`src/rtl/cres_pkg.sv`:
```
package cres_pkg;
   typedef enum logic {
      SEL_LOW  = 1'b0,
      SEL_HIGH = 1'b1
   } byte_sel_e;
endpackage

```
`src/rtl/cres_lock_ctl.sv`:
```
module cres_lock_ctl
   import cres_pkg::*;
(
   input  logic      clk,
   input  logic      rst_n,
   input  logic      rd_i,
   input  byte_sel_e sel_i,
   input  logic      done_i,
   output logic      lock_o,
   output logic      take_o
);
   logic lock_q;
   logic rd_low, rd_high;

   assign rd_low  = rd_i && (sel_i == SEL_LOW);
   assign rd_high = rd_i && (sel_i == SEL_HIGH);

   always_ff @(posedge clk or negedge rst_n) begin
      if (!rst_n)       lock_q <= 1'b0;
      else if (rd_low)  lock_q <= 1'b1;
      else if (rd_high) lock_q <= 1'b0;
   end

   // a result is accepted only when no frozen read is in progress or starting
   assign take_o = done_i && !lock_q && !rd_low;
   assign lock_o = lock_q;
endmodule

```
`src/rtl/cres_store.sv`:
```
module cres_store #(
   parameter int RES_W = 10
) (
   input  logic             clk,
   input  logic             rst_n,
   input  logic             take_i,
   input  logic [RES_W-1:0] sample_i,
   output logic [RES_W-1:0] raw_o
);
   logic [RES_W-1:0] raw_q;

   always_ff @(posedge clk or negedge rst_n) begin
      if (!rst_n)      raw_q <= '0;
      else if (take_i) raw_q <= sample_i;
   end

   assign raw_o = raw_q;
endmodule

```
`src/rtl/cres_align_mux.sv`:
```
module cres_align_mux
   import cres_pkg::*;
#(
   parameter int RES_W = 10,
   parameter int BUS_W = 8
) (
   input  logic [RES_W-1:0] raw_i,
   input  logic             align_left_i,
   input  byte_sel_e        sel_i,
   output logic [BUS_W-1:0] data_o
);
   localparam int PAIR_W = 2 * BUS_W;
   localparam int PAD_W  = PAIR_W - RES_W;

   logic [PAIR_W-1:0] pair;
   logic [BUS_W-1:0]  bytes [2];

   generate
      if (PAD_W == 0) begin : g_full
         // value fills the pair, both layouts coincide
         assign pair = raw_i;
      end else begin : g_pad
         logic [PAIR_W-1:0] right_v, left_v;
         assign right_v = {{PAD_W{1'b0}}, raw_i};
         assign left_v  = {raw_i, {PAD_W{1'b0}}};
         assign pair    = align_left_i ? left_v : right_v;
      end
   endgenerate

   for (genvar g = 0; g < 2; g++) begin : g_bytes
      assign bytes[g] = pair[g*BUS_W +: BUS_W];
   end

   assign data_o = (sel_i == SEL_HIGH) ? bytes[1] : bytes[0];

   if (PAD_W == 0) begin : g_unused
      logic unused_align;
      assign unused_align = align_left_i;
   end
endmodule

```
`src/rtl/conv_result_regs.sv`:
```
module conv_result_regs
   import cres_pkg::*;
#(
   parameter int RES_W = 10,
   parameter int BUS_W = 8
) (
   input  logic             clk,
   input  logic             rst_n,
   input  logic             done_i,
   input  logic [RES_W-1:0] sample_i,
   input  logic             align_left_i,
   input  logic             rd_i,
   input  logic             rd_addr_i,
   output logic [BUS_W-1:0] rd_data_o
);
   generate
      if (RES_W <= BUS_W || RES_W > 2 * BUS_W) begin : g_bad_width
         $error("conv_result_regs: RES_W must exceed BUS_W and fit in two bytes");
      end
   endgenerate

   byte_sel_e        sel;
   logic             lock_q;
   logic             take;
   logic [RES_W-1:0] raw_q;

   assign sel = byte_sel_e'(rd_addr_i);

   cres_lock_ctl u_lock (
      .clk    (clk),
      .rst_n  (rst_n),
      .rd_i   (rd_i),
      .sel_i  (sel),
      .done_i (done_i),
      .lock_o (lock_q),
      .take_o (take)
   );

   cres_store #(.RES_W(RES_W)) u_store (
      .clk      (clk),
      .rst_n    (rst_n),
      .take_i   (take),
      .sample_i (sample_i),
      .raw_o    (raw_q)
   );

   cres_align_mux #(.RES_W(RES_W), .BUS_W(BUS_W)) u_mux (
      .raw_i        (raw_q),
      .align_left_i (align_left_i),
      .sel_i        (sel),
      .data_o       (rd_data_o)
   );
endmodule

```
`config.mk`:
```
export PLATFORM = sky130hd
export DESIGN_NAME = conv_result_regs
export DESIGN_NICKNAME = d
export VERILOG_FILES = /design/src/rtl/cres_pkg.sv /design/src/rtl/cres_lock_ctl.sv /design/src/rtl/cres_store.sv /design/src/rtl/cres_align_mux.sv /design/src/rtl/conv_result_regs.sv
export SDC_FILE = /design/constraint.sdc
export NUM_CORES = 1
export LEC_CHECK = 0
export BUFFER_PORTS_ARGS = -buffer_cell sky130_fd_sc_hd__buf_2
export CELL_PAD_IN_SITES_DETAIL_PLACEMENT = 1
export CELL_PAD_IN_SITES_GLOBAL_PLACEMENT = 1
export CORE_AREA = 2 2 42 44
export CTS_CLUSTER_SIZE = 30
export DETAILED_ROUTE_END_ITERATION = 7
export DIE_AREA = 0 0 44 46
export GPL_TIMING_DRIVEN = 1
export HOLD_SLACK_MARGIN = 0.12
export PLACE_DENSITY_LB_ADDON = 0.1
export SLEW_MARGIN = 5
export SYNTH_ARGS = -nofsm -noshare
export SYNTH_HDL_FRONTEND = slang
export SYNTH_SLANG_ARGS = --single-unit
```
`constraint.sdc`:
```
create_clock -name clk -period 3.03 [get_ports clk]
set_input_delay 0.606 -clock clk [delete_from_list [all_inputs] [get_ports clk]]
set_output_delay 0.606 -clock clk [all_outputs]
set_load 0.1 [all_outputs]
```
==> results.toml <==
[global_route]
grt_max_degree = 12
grt_overflow = 0
grtUsageTotal = 0.1442
grt_pass1_wl_um = 2001
grt_pass1_vias = 451
antenna_found_initial = 0

[worst_setup_path]
cp_common_cell = "buf_2"
critical-path-slowest-cell = "buf_2"
cp_max_fo = 6
crit_arrival_ns = 1.66
cp_cell_sequence = "buf_2, nor2_1, a22o_1, buf_2"
worstSetupStartpointType = "input pin"
critPathMaxStageDelay_ns = 0.42
crit_path_end_kind = "primary output"
worstSetupPathType = "input pin to primary output"
required_ns = 2.42

[power]
p_seq_frac = 0.384
leakagePower_nw = 0.3453
p_int_mw = 0.2792
ir_drop_mv = 0.2625
sw_frac_of_total = 0.4477
p_sw_mw = 0.2263
pwr-share-clk = 0.201
report.power.total_mw = 0.5054
comb_power_share = 0.416
powerDensity_nw_per_um2 = 733.2

[drt]
drc_errors = 0
met1_length_um = 508
met3WireLength_um = 92
drtAntennaViolNets = 0
finalWirelength_um = 1185
drt_first_pass_iters = 4
drt_iter0_drc = 2
met2RoutedLength_um = 552
routed-via-count = 424
via_per_inst = 4.930
highest_layer = "met4"
routedWlPerCell_um = 13.78

[status]
status = "complete, no violations"

[logic_synthesis]
yosys_warnings = 0
synth_cells = 44
synth_commonest_cells = "11 x dfrtp_1, 10 x mux2_2, 4 x a22o_1, 4 x nand2_1, 4 x o21ai_0"
synth_nets = 60
synth_xor_area_frac = 0
synthFlopType = "dfrtp_1"
synth-compound-area-share = 0.1178
synthAdderAreaFrac = 0
synth.area.mux_share = 0.2448
syn-cell-area_um2 = 541.8
synth.distinct_cells = 14
synth_most_common_cell = "dfrtp_1"
netlist_top_cells_area = "dfrtp_1 51%, mux2_2 21%, a22o_1 6.5%"
synth-seq-area-share = 0.5081
yosys.area.top_type = "dfrtp_1"
synth.top_cell.area_share = 0.5081
synth_top_family_by_area = "multiplexers"
async_flop_share = 1.000
synth-edff-count = 0
synth.avg_cell_area_um2 = 12.31
yosys.area_share.simple = 0.08776
ys_ff_latch = 11

[placed_design]
hpwl_um = 946.8
pre_cts_ws_ns = 0.7568
gp_congestion = 0.7430
placed_area_um2 = 663.1
port_buffers = 23
dp.cells = 82

[floorplan]
io_pins = 24
core-area_um2 = 1614
initial_core_util = 0.3357
die_height_um = 46
dieArea_um2 = 2024
row_count = 15
die_w_um = 44

[sta]
fmax_mhz = 441.6
layout_min_cycle_time_ns = 2.264
rsz0062_at_grt = "no"
period_share = 0.7474
max-slew-margin-rel = 0.4654
finalWorstSetupSlack_ns = 0.7655
slew_viol_final = 0
worst_pin_slew_ns = 0.7983
setup_viol = 0
setup_tns_ns = 0
whs_ns = 0.1924
finClkSkew_ns = 0.0004741
final-hold-violation-count = 0

[cells_and_area]
nets = 86
stdcell_count = 86
diodes = 0
finalInstanceArea_um2 = 689.4
layout-drive-gt1-share = 0.5797
final_util = 0.4271
area_growth_pct = 27.25

[clock_network]
cts-root-buf = "clkbuf_4"
cts.sinks = 11
cts_resized = 0
ctsHoldBuffers = 0
cts_tree = "done"
clk_latency_ns = 0.27
clk_pin_slew_ns = 0.07
htree_levels = 1
clock_path_buffers = 2
cts_buffers = 3
post-cts-setup-buffers = 0

[job]
maxCapViolCount = 0

[min_path]
hold_path.class = "input pin to async pin"
[final timing paths]
check | to | start | slack, ns | depth (start not counted)
worst min register to register | u_store.raw_o[1] | u_store.raw_o[1] | 0.51 | 1
worst max-delay path | rd_data_o[2] | rd_addr_i | 0.77 | 4
max in group asynchronous | u_store.raw_o[0] | rst_n | 2.63 | 1
worst max register to register | u_store.raw_o[5] | u_lock.lock_o | 1.43 | 2
min in group clk | u_store.raw_o[1] | u_store.raw_o[1] | 0.51 | 1
worst min-delay path | u_store.raw_o[7] | rst_n | 0.19 | 1
[critical path: cells and delay by family]
family | cells | cell delay (ns)
AO/OA/AOI/OAI | 1 | 0.19
buffers and inverters | 2 | 0.56
AND/OR/NAND/NOR | 1 | 0.30
[registers in the layout, summed over array words and instances, names as in the netlist]
register and cells:
u_lock.lock_o 1, u_store.raw_o 10
[cells by family (layout without fill, tap and decap cells)]
logic type / after synthesis / in the layout
muxes: 12 / 12
AOI/OAI and AO/OA: 9 / 9
and+or+nand+nor: 8 / 8
DFF: 11 / 11
buffers and inverters: 4 / 29
[final cells by class]
cell class,instances,area [µm²]
well taps,17,21.27
repair buffers,23,115.1
fillers,199,924.6
multi-input cells,29,244.0
clock buffers,4,26.28
inverters,2,7.507
flip-flops and latches,11,275.3
[cell usage in the layout (no fill, tap or decap)]
cell type   n
inv_1       2
nor2_1      1
a21o_2      1
clkbuf_1    1
o21ai_0     4
clkbuf_4    3
and2_2      1
nor3b_2     1
dfrtp_1    11
a22o_1      4
mux2_2     10
nor2b_2     1
nand2_1     4
buf_2      23
mux2i_1     2
[power by group through the flow]
| stage | logic (mW) | registers, mW | clock network, mW |
|---|---|---|---|
| after global placement | 0.211 | 0.197 | 0 |
| after floorplan | 0.179 | 0.191 | 0 |
| after CTS | 0.213 | 0.195 | 0.107 |
| final | 0.210 | 0.194 | 0.101 |
| after detailed placement | 0.213 | 0.198 | 0 |
| after global routing | 0.222 | 0.198 | 0.113 |
[routing by layer]
layer,track usage,vias to the layer above
li1,-,206
met2,0.2206,17
met4,0.1091,0
met1,0.1691,197
met3,0.04365,4
met5,0,-
(Power assumes the default switching activity.)
